--- src/rtl/pt_walker_pkg.sv ---
package pt_walker_pkg;
  localparam int VA_W  = 64;
  localparam int ENT_W = 64;
  localparam int IDX_W = 11;
  localparam int PIX_W = 8;
  localparam int CLS_W = 4;
  localparam int OFS_W = IDX_W + 3;

  typedef enum logic [2:0] {
    LV_SEG  = 3'd0,
    LV_R3   = 3'd1,
    LV_R2   = 3'd2,
    LV_R1   = 3'd3,
    LV_PAGE = 3'd4
  } lvl_e;

  typedef enum logic [CLS_W-1:0] {
    XC_NONE = 4'd0,
    XC_TYPE = 4'd1,
    XC_R1   = 4'd2,
    XC_R2   = 4'd3,
    XC_R3   = 4'd4,
    XC_SEG  = 4'd5,
    XC_PAGE = 4'd6,
    XC_SPEC = 4'd7,
    XC_PROT = 4'd8
  } xcls_e;

  localparam logic [1:0] ACC_STORE = 2'd1;

  function automatic xcls_e trans_cls(input lvl_e l);
    case (l)
      LV_R1:   return XC_R1;
      LV_R2:   return XC_R2;
      LV_R3:   return XC_R3;
      LV_SEG:  return XC_SEG;
      default: return XC_PAGE;
    endcase
  endfunction

  function automatic logic [1:0] top2(input logic [VA_W-1:0] va, input lvl_e l);
    case (l)
      LV_R1:   return va[63:62];
      LV_R2:   return va[52:51];
      LV_R3:   return va[41:40];
      LV_SEG:  return va[30:29];
      default: return 2'd0;
    endcase
  endfunction
endpackage

--- src/rtl/pt_root_check.sv ---
module pt_root_check
  import pt_walker_pkg::*;
(
  input  logic [VA_W-1:0]  va,
  input  logic [ENT_W-1:0] root,
  output logic             real_sp,
  output lvl_e             top_lvl,
  output xcls_e            cls,
  output logic [VA_W-1:0]  origin
);
  logic range_bad;
  logic unused_root;

  assign real_sp = root[5];
  assign top_lvl = lvl_e'({1'b0, root[3:2]});
  assign origin  = {root[63:12], 12'h0};
  assign unused_root = ^{root[11:6], root[4], va[28:0]};

  always_comb begin
    case (top_lvl)
      LV_R2:   range_bad = |va[63:53];
      LV_R3:   range_bad = |va[63:42];
      LV_SEG:  range_bad = |va[63:31];
      default: range_bad = 1'b0;
    endcase
  end

  always_comb begin
    cls = XC_NONE;
    if (range_bad)
      cls = XC_TYPE;
    else if (top2(va, top_lvl) > root[1:0])
      cls = trans_cls(top_lvl);
  end
endmodule

--- src/rtl/pt_entry_decode.sv ---
module pt_entry_decode
  import pt_walker_pkg::*;
(
  input  lvl_e             lvl,
  input  logic [ENT_W-1:0] ent,
  input  logic [VA_W-1:0]  va,
  input  logic             large_en,
  output xcls_e            cls,
  output logic             leaf,
  output logic             ro,
  output lvl_e             nxt_lvl,
  output logic [VA_W-1:0]  nxt_org,
  output logic [VA_W-1:0]  leaf_ra
);
  lvl_e       below;
  logic [1:0] nidx;
  logic       unused_dec;

  assign below = lvl_e'(lvl - 3'd1);
  assign nidx  = top2(va, below);
  assign unused_dec = ^{ent[8], ent[4], va[11:0]};

  always_comb begin
    cls     = XC_NONE;
    leaf    = 1'b0;
    ro      = 1'b0;
    nxt_lvl = lvl;
    nxt_org = '0;
    leaf_ra = '0;
    if (lvl == LV_PAGE) begin
      if (ent[10])
        cls = XC_PAGE;
      else if (ent[11])
        cls = XC_SPEC;
      else begin
        leaf    = 1'b1;
        ro      = ent[9];
        leaf_ra = {ent[63:12], 12'h0};
      end
    end else if (ent[5]) begin
      cls = trans_cls(lvl);
    end else if (ent[3:2] != lvl[1:0]) begin
      cls = XC_SPEC;
    end else if (lvl == LV_SEG) begin
      ro = ent[9];
      if (ent[10] && large_en) begin
        leaf    = 1'b1;
        leaf_ra = {ent[63:20], va[19:12], 12'h0};
      end else begin
        nxt_lvl = LV_PAGE;
        nxt_org = {ent[63:11], 11'h0};
      end
    end else if (nidx < ent[7:6] || nidx > ent[1:0]) begin
      cls = trans_cls(below);
    end else begin
      ro      = large_en & ent[9];
      nxt_lvl = below;
      nxt_org = {ent[63:12], 12'h0};
    end
  end
endmodule

--- src/rtl/pt_tec_fmt.sv ---
module pt_tec_fmt
  import pt_walker_pkg::*;
(
  input  logic [VA_W-1:0] va,
  input  logic [1:0]      acc,
  input  logic [1:0]      sid,
  input  logic            prot,
  output logic [VA_W-1:0] tec
);
  logic unused_low;
  assign unused_low = ^va[11:0];

  assign tec = {va[63:12], 12'h0}
             | ((acc == ACC_STORE) ? 64'h400 : 64'h800)
             | (prot ? 64'h4 : 64'h0)
             | {{(VA_W-2){1'b0}}, sid};
endmodule

--- src/rtl/pt_walker.sv ---
module pt_walker
  import pt_walker_pkg::*;
(
  input  logic             clk,
  input  logic             rst_n,
  input  logic             req_valid,
  output logic             req_ready,
  input  logic [VA_W-1:0]  req_va,
  input  logic [1:0]       req_acc,
  input  logic [ENT_W-1:0] req_root,
  input  logic [1:0]       req_sid,
  input  logic             req_large,
  output logic             mem_req_valid,
  input  logic             mem_req_ready,
  output logic [VA_W-1:0]  mem_addr,
  input  logic             mem_rsp_valid,
  output logic             mem_rsp_ready,
  input  logic [ENT_W-1:0] mem_rsp_data,
  output logic             done,
  output logic [VA_W-1:0]  real_addr,
  output logic             wr_ok,
  output logic             exc,
  output logic [CLS_W-1:0] exc_class,
  output logic [VA_W-1:0]  tec
);
  typedef enum logic [2:0] {
    ST_IDLE, ST_CHECK_ROOT, ST_FETCH, ST_WAIT, ST_DECODE, ST_DONE, ST_FAULT
  } st_e;

  st_e               st;
  logic [VA_W-1:0]   va_q, org_q, ra_q;
  logic [ENT_W-1:0]  root_q, ent_q;
  logic [1:0]        acc_q, sid_q;
  logic              large_q, ro_q;
  lvl_e              lvl_q;
  xcls_e             cls_q;

  logic              rc_real;
  lvl_e              rc_lvl;
  xcls_e             rc_cls;
  logic [VA_W-1:0]   rc_org;

  xcls_e             dc_cls;
  logic              dc_leaf, dc_ro;
  lvl_e              dc_nlvl;
  logic [VA_W-1:0]   dc_norg, dc_ra;
  logic              ro_acc;
  logic [IDX_W-1:0]  idx;

  pt_root_check u_root (
    .va(va_q), .root(root_q), .real_sp(rc_real), .top_lvl(rc_lvl),
    .cls(rc_cls), .origin(rc_org)
  );

  pt_entry_decode u_dec (
    .lvl(lvl_q), .ent(ent_q), .va(va_q), .large_en(large_q),
    .cls(dc_cls), .leaf(dc_leaf), .ro(dc_ro), .nxt_lvl(dc_nlvl),
    .nxt_org(dc_norg), .leaf_ra(dc_ra)
  );

  pt_tec_fmt u_tec (
    .va(va_q), .acc(acc_q), .sid(sid_q), .prot(cls_q == XC_PROT), .tec(tec)
  );

  always_comb begin
    case (lvl_q)
      LV_R1:   idx = va_q[63:53];
      LV_R2:   idx = va_q[52:42];
      LV_R3:   idx = va_q[41:31];
      LV_SEG:  idx = va_q[30:20];
      default: idx = {{(IDX_W-PIX_W){1'b0}}, va_q[19:12]};
    endcase
  end

  assign ro_acc        = ro_q | dc_ro;
  assign mem_addr      = org_q + {{(VA_W-OFS_W){1'b0}}, idx, 3'b000};
  assign mem_req_valid = (st == ST_FETCH);
  assign mem_rsp_ready = (st == ST_WAIT);
  assign req_ready     = (st == ST_IDLE);
  assign done          = (st == ST_DONE);
  assign exc           = (st == ST_FAULT);
  assign real_addr     = ra_q;
  assign wr_ok         = ~ro_q;
  assign exc_class     = cls_q;

  always_ff @(posedge clk) begin
    if (!rst_n) begin
      st      <= ST_IDLE;
      va_q    <= '0;
      root_q  <= '0;
      acc_q   <= '0;
      sid_q   <= '0;
      large_q <= 1'b0;
      lvl_q   <= LV_SEG;
      org_q   <= '0;
      ent_q   <= '0;
      ro_q    <= 1'b0;
      ra_q    <= '0;
      cls_q   <= XC_NONE;
    end else begin
      case (st)
        ST_IDLE: if (req_valid) begin
          va_q    <= req_va;
          root_q  <= req_root;
          acc_q   <= req_acc;
          sid_q   <= req_sid;
          large_q <= req_large;
          ro_q    <= 1'b0;
          cls_q   <= XC_NONE;
          st      <= ST_CHECK_ROOT;
        end
        ST_CHECK_ROOT: begin
          if (rc_real) begin
            ra_q <= {va_q[63:12], 12'h0};
            st   <= ST_DONE;
          end else if (rc_cls != XC_NONE) begin
            cls_q <= rc_cls;
            st    <= ST_FAULT;
          end else begin
            lvl_q <= rc_lvl;
            org_q <= rc_org;
            st    <= ST_FETCH;
          end
        end
        ST_FETCH: if (mem_req_ready) st <= ST_WAIT;
        ST_WAIT: if (mem_rsp_valid) begin
          ent_q <= mem_rsp_data;
          st    <= ST_DECODE;
        end
        ST_DECODE: begin
          if (dc_cls != XC_NONE) begin
            cls_q <= dc_cls;
            st    <= ST_FAULT;
          end else if (dc_leaf) begin
            ro_q <= ro_acc;
            ra_q <= dc_ra;
            if (acc_q == ACC_STORE && ro_acc) begin
              cls_q <= XC_PROT;
              st    <= ST_FAULT;
            end else begin
              st <= ST_DONE;
            end
          end else begin
            ro_q  <= ro_acc;
            lvl_q <= dc_nlvl;
            org_q <= dc_norg;
            st    <= ST_FETCH;
          end
        end
        default: st <= ST_IDLE;
      endcase
    end
  end
endmodule

--- config.mk ---
export PLATFORM = sky130hd
export DESIGN_NAME = pt_walker
export DESIGN_NICKNAME = d
export VERILOG_FILES = /design/src/rtl/pt_walker_pkg.sv /design/src/rtl/pt_root_check.sv /design/src/rtl/pt_entry_decode.sv /design/src/rtl/pt_tec_fmt.sv /design/src/rtl/pt_walker.sv
export SDC_FILE = /design/constraint.sdc
export NUM_CORES = 1
export LEC_CHECK = 0
export CORE_MARGIN = 10
export CORE_UTILIZATION = 35
export CTS_BUF_LIST = sky130_fd_sc_hd__clkbuf_4
export DETAILED_ROUTE_END_ITERATION = 10
export GPL_ROUTABILITY_DRIVEN = 0
export SYNTH_ARGS = -nofsm -noshare
export SYNTH_HDL_FRONTEND = slang
export SYNTH_HIERARCHICAL = 1
export SYNTH_SLANG_ARGS = --single-unit
--- constraint.sdc ---
create_clock -name clk -period 4.7 [get_ports clk]
set_input_delay 0.47 -clock clk [delete_from_list [all_inputs] [get_ports clk]]
set_output_delay 0.47 -clock clk [all_outputs]
set_load 0.01 [all_outputs]
Word level (Yosys, flattened, before mapping)
Cells that the tools add are included.
{"block": "word_totals", "register_bits": 336, "inputBits": 202, "output_inout_bits": 202, "elab_cells": 167}
{"block": "op_classes", "n_addsub": 2, "n_lt_le_gt_ge": 3, "eq_ne": 36, "n_mux": 85, "n_bitwise": 6, "n_reduce_logical": 23}
{"op": "64-bit two-way mux", "count": 20}
{"op": "64-bit case mux with 2 select lines", "count": 2}
{"op": "64-bit bitwise OR", "count": 2}
{"op": "64-bit by 14-bit adder with 64-bit output", "count": 1}
{"op": "64-bit by 2-bit bitwise OR with 64-bit output", "count": 1}
{"op": "3-bit two-way mux", "count": 19}
{"op": "4-bit two-way mux", "count": 14}
{"op": "11-bit case mux with 4 select lines", "count": 1}
{"op": "3-bit case mux with 4 select lines", "count": 3}
{"op": "33-bit OR reduction", "count": 1}
{"op": "2-bit != test (second input constant)", "count": 12}
{"op": "22-bit OR reduction", "count": 1}
{"op": "3-bit by 2-bit equality test with 1-bit output (second input constant)", "count": 6}
{"op": "1-bit two-way mux", "count": 16}
{"op": "2-bit case mux with 4 select lines", "count": 2}
{"op": "3-bit case mux with 5 select lines", "count": 1}
{"op": "3-bit equality test (second input constant)", "count": 4}
{"op": "3-bit logical NOT", "count": 4}
{"op": "12-bit two-way mux", "count": 1}
{"op": "4-bit case mux with 3 select lines", "count": 1}
{"op": "11-bit OR reduction", "count": 1}
{"op": "10-bit AND reduction", "count": 1}
{"op": "3-bit by 1-bit equality test with 1-bit output (second input constant)", "count": 3}
{"op": "3-bit != test (second input constant)", "count": 3}
{"op": "26 further kinds", "count": 35}

Logic depth before layout (Yosys ltp)
{"block": "depth", "word_depth": 16, "ltp_mapped": 20, "mapped_depth_nobuf": 17}

Cells and area by module
Netlist, hierarchy kept.
{"module": "pt_walker", "n_inst": 1, "cells_per_inst": 1783, "area_each_um2": 14953.1, "seq_area_each_um2": 6726.5}
{"module": "pt_entry_decode", "n_inst": 1, "cells_per_inst": 228, "area_each_um2": 1514.0, "seq_area_each_um2": 0.0}
{"module": "pt_root_check", "n_inst": 1, "cells_per_inst": 97, "area_each_um2": 777.0, "seq_area_each_um2": 0.0}
{"module": "pt_tec_fmt", "n_inst": 1, "cells_per_inst": 65, "area_each_um2": 481.7, "seq_area_each_um2": 0.0}

Least setup slack after synthesis
OpenSTA, ideal clock, no wires.
{"block": "synth_timing", "path_kind": "register -> register", "from": "reg lvl_q[0]", "to": "reg ra_q[49], in the netlist real_addr[49]", "setup_time_ps": 80, "t_arrival_ps": 3988, "required_ps": 4620, "slack_ps": 632, "path_stages_with_launch": 21, "n_path_buf": 5, "synth_period_minus_slack_ps": 4068, "cell_sequence": "dfxtp_1 > inv_1 > ha_1 > clkbuf_1 > a22oi_1 > a21oi_1 > ha_1 > nor2b_1 > a2bb2oi_1 > o31ai_2 > o211a_1 > nor3_1 > nor4_2 > and3_1 > buf_2 > or2_1 > buf_2 > buf_6 > buf_4 > nor2_1 > a211oi_2"}
{"block": "synth_via", "elab_chain_cells": 13, "elab_cells_between_ends": 37, "classes_between": "add/sub: 1; order compare: 2; eq/ne: 10; mux: 19; reduce/logical: 5"}
{"item": "start: declaration", "line_no": "pt_walker.sv:35", "rtl": "lvl_e lvl_q;"}
{"item": "start signal: assignment", "line_no": "pt_walker.sv:120", "rtl": "lvl_q <= rc_lvl;"}
{"item": "start signal: assignment", "line_no": "pt_walker.sv:145", "rtl": "lvl_q <= dc_nlvl;"}
{"item": "3-bit by 1-bit subtractor with 3-bit output", "line_no": "pt_entry_decode.sv:19", "rtl": "assign below = lvl_e'(lvl - 3'd1);"}
{"item": "3-bit by 1-bit equality test with 1-bit output (tied with other cells)", "line_no": "pt_walker_pkg.sv:32, pt_walker_pkg.sv:42"}
{"item": "2-bit case mux with 4 select lines", "line_no": "pt_walker_pkg.sv:42", "rtl": "case (l)"}
{"item": "2-bit less-than comparator or 2-bit > comparator (tied branches)", "line_no": "pt_entry_decode.sv:53", "rtl": "end else if (nidx < ent[7:6] || nidx > ent[1:0]) begin"}
{"item": "1-bit logical OR", "line_no": "pt_entry_decode.sv:53"}
{"item": "4-bit two-way mux", "line_no": "pt_entry_decode.sv:53"}
{"item": "4-bit two-way mux", "line_no": "pt_entry_decode.sv:44", "rtl": "end else if (lvl == LV_SEG) begin"}
{"item": "4-bit two-way mux", "line_no": "pt_entry_decode.sv:42", "rtl": "end else if (ent[3:2] != lvl[1:0]) begin"}
{"item": "4-bit two-way mux", "line_no": "pt_entry_decode.sv:40", "rtl": "end else if (ent[5]) begin"}
{"item": "4-bit two-way mux *", "line_no": "pt_entry_decode.sv:30", "rtl": "if (lvl == LV_PAGE) begin"}
{"item": "via dc_cls[1]", "line_no": "pt_walker.sv:43", "rtl": "xcls_e dc_cls;"}
{"item": "4-bit nonzero test *", "line_no": "pt_walker.sv:131", "rtl": "if (dc_cls != XC_NONE) begin"}
{"item": "2-bit != test (no source line) *"}
{"item": "4-bit AND reduction (no source line) *"}
{"item": "end signal: assignment", "line_no": "pt_walker.sv:114", "rtl": "ra_q <= {va_q[63:12], 12'h0};"}
{"item": "end signal: assignment", "line_no": "pt_walker.sv:136", "rtl": "ra_q <= dc_ra;"}
{"item": "end: declaration", "line_no": "pt_walker.sv:31", "rtl": "logic [VA_W-1:0] va_q, org_q, ra_q;"}
The timed path passes the listed nets; every way through them passes the cells marked *. The select of a mux whose other input is x is not followed.
A chain may end at the register's enable or synchronous reset.

Worst setup path in the final report
{"block": "layout_timing", "from": "reg lvl_q[0]", "to": "out mem_addr[26]"}
{"block": "layout_via", "elab_chain_cells": 3, "elab_cells_between_ends": 6, "classes_between": "add/sub: 1; eq/ne: 3; mux: 1; reduce/logical: 1"}
{"item": "3-bit by 1-bit equality test with 1-bit output (tied with other cells)", "line_no": "pt_walker.sv:66", "rtl": "case (lvl_q)"}
{"item": "11-bit case mux with 4 select lines *", "line_no": "pt_walker.sv:66"}
{"item": "64-bit by 14-bit adder with 64-bit output *", "line_no": "pt_walker.sv:76", "rtl": "assign mem_addr = org_q + {{(VA_W-OFS_W){1'b0}}, idx, 3'b000};"}
{"item": "end: declaration", "line_no": "pt_walker.sv:15", "rtl": "output logic [VA_W-1:0] mem_addr,"}
Every way passes the cells marked *; elsewhere a longest branch is shown, timed or not.

==> results.json <==
{
  "status": "complete, no violations",
  "drtIter0Drc": 1090,
  "antenna_found_initial": 9,
  "clock.fmax_mhz": 214,
  "crit_slowest_cell": "mux4_2",
  "max_slew_margin_pct": 30.8,
  "switching_share_pct": 38.9,
  "period_minus_slack_ns": 4.68,
  "yosys_warnings": 6,
  "drv_slew": 0,
  "clkPwrFrac_pct": 26.3,
  "dpl_worst_slack_ns": 0.00782,
  "grt_pass1_vias": 16000,
  "cts.sinks": 315,
  "worstMarginPinSlew_ns": 1.04,
  "io_pins": 404,
  "ff2ff_setup_slack_ns": 0.34,
  "cp-start-kind": "register",
  "die_w_um": 241,
  "power-per-cell-area_mw_per_mm2": 454,
  "final_nets": 2616,
  "syn_inst": 2089,
  "min_path_type": "in -> reg",
  "path_max_fanout": 6,
  "cpLargestDelayFamily": "multiplexers",
  "power.leakage_nw": 8.45,
  "crit_path_end_kind": "output port",
  "cp.required_ns": 4.23,
  "clkTransAtPathRegs_ns": 0.06,
  "syn_area_mm2": 0.0170,
  "vias": 16200,
  "drive_gt1_share_pct": 15.2,
  "intPower_mw": 6.19,
  "maxCapViolCount": 0,
  "switching_power_mw": 3.94,
  "pwr-share-seq_pct": 35.1,
  "core-area_mm2": 0.0479,
  "fin_crit_sh_pct": 99.6,
  "cts_made_buffers": 91,
  "grt_overflow_total": 0,
  "drt-wirelength-per-cell_um": 22.5,
  "final-setup-viol-count": 0,
  "fin_ws_ns": 0.0171,
  "syn2layout_area_growth_pct": 30.9,
  "drt_pass1_iterations": 7,
  "cts_buffer_depth": 3,
  "rsz0062_at_grt": "yes",
  "dieArea_mm2": 0.0579,
  "initial_core_util_pct": 35.5,
  "totalWireLength_um": 69000,
  "p_comb_share_pct": 38.7,
  "viasPerCell": 5.29,
  "dpl.hpwl_um": 48300,
  "hold_buffers": 0,
  "cp.buffers_inverters": 4,
  "io_buffers": 375,
  "grt_first_pass_wirelength_um": 101000,
  "cpPeakStageDelay_ns": 0.52,
  "tritoncts": "built",
  "ant_nets": 0,
  "crit_top_cell": "buf_6",
  "finalHoldViolCount": 0,
  "clockRootBuffer": "clkbuf_4",
  "holdWs_ns": 0.173,
  "timing_worst_setup_path_type": "reg -> out",
  "crit_arrival_ns": 4.21,
  "synth.avg_cell_area_um2": 8.16,
  "rows": 80,
  "detail_route.drc_violations": 0,
  "vdd_drop_max_v": 0.000221,
  "track_usage_pct": 23.0,
  "fin_skew_ns": 0.0458,
  "grt_max_degree": 124,
  "die_y_um": 241,
  "crit_chain": "buf_12 > mux4_2 > mux2_4 > ha_4 > a21o_1 > nand4_1 > a21oi_4 > buf_6 > o21ai_4 > buf_6 > nor4_2 > xor2_1 > buf_2",
  "cts_htree_levels": 3,
  "worstSkewPairLatency_ns": 0.85
}
## per-stage QoR
step / util (%) / std cells / TNS [ns] / cell area, um2 / power, mW
floorplan: - / 2131 / 0 / 17200 / 5.88
global route: 46.5 / 3061 / -0.876 / 22300 / 10.7
CTS: 46.0 / 3047 / -0.350 / 22000 / 10.1
global placement: 42.9 / 2884 / 0 / 20600 / 7.41
finish: 46.5 / 3068 / 0 / 22300 / 10.1
detailed placement: 42.9 / 2884 / 0 / 20600 / 7.48
## cell usage in the layout, fill, tap and decap left out, types with 11 or more instances in the layout
master and count:
a211oi_1 110, a211oi_2 11, a21oi_1 189, a22oi_1 21, and3_1 101, buf_12 14
buf_2 12, buf_4 74, clkbuf_2 11, clkbuf_4 125, clkdlybuf4s50_1 322, clkinv_1 14
conb_1 45, dfxtp_1 313, dlygate4sd2_1 18, ha_1 14, inv_1 23, mux2i_1 125
mux4_2 12, nand2_1 388, nand3_1 17, nand4_1 13, nor2_1 180, nor3_1 14
o21ai_0 13, xnor2_1 20, xor2_1 40
## power groups by stage
stage / Sequential [mW] / Combinational (mW) / Clock (mW)
3_5_place_dp: 3.58 / 3.89 / 0
3_3_place_gp: 3.57 / 3.84 / 0
5_1_grt: 3.59 / 4.23 / 2.87
6_report: 3.55 / 3.91 / 2.66
4_1_cts: 3.53 / 3.89 / 2.73
2_1_floorplan: 3.45 / 2.43 / 0
## final cells by class
| cell class | count | area (um2) |
|---|---|---|
| antenna | 9 | 22.5 |
| clock buffer | 125 | 938 |
| clock inverter | 20 | 181 |
| fill | 4712 | 25600 |
| inverter | 25 | 101 |
| multi-input combinational | 1484 | 9350 |
| sequential | 315 | 6310 |
| tap | 615 | 769 |
| timing repair buffer | 475 | 4630 |
## path summary, 6_finish.rpt
path / depth (start not counted) / to / start
worst min-delay path: 3 / sid_q[1] / req_sid[1]
worst min register to register: 2 / root_q[61] / root_q[61]
worst max-delay path: 13 / mem_addr[26] / lvl_q[0]
worst max register to register: 17 / real_addr[10] / lvl_q[1]
## what timing repair did
action                     4_1_cts  5_1_grt
setup buffers                   16       12
pin swaps                       19       21
gates resized for setup        136       68
setup endpoints to repair       64      151
gates cloned                     2        1
## worst reg2reg max path: stages, from the launching register on
cell and delay, ns:
dfxtp_2 0.42, buf_4 0.18, inv_1 0.08, ha_1 0.26, xor2_2 0.28, a21oi_1 0.11, ha_1 0.30, nor2b_1 0.13
a2bb2oi_1 0.36, o31ai_4 0.12, o211a_1 0.24, nor3_1 0.44, nor4_4 0.12, and3_2 0.31, buf_4 0.21, nor2_2 0.43
a22oi_1 0.16, nor2_1 0.14
## flip-flops by register name (all words and copies together) (netlist names), 2 cells and up
name,cells
st,3
sid_q,2
lvl_q,3
org_q,64
acc_q,2
exc_class,4
real_addr,64
root_q,57
va_q,52
ent_q,62
## metal layers
| layer | track usage (%) | routed length (um) |
|---|---|---|
| met3 | 7.98 | 6660 |
| met5 | 0 | 34 |
| met1 | 29.1 | 29300 |
| met4 | 5.98 | 1400 |
| met2 | 36.6 | 31600 |
(Power assumes the default switching activity.)
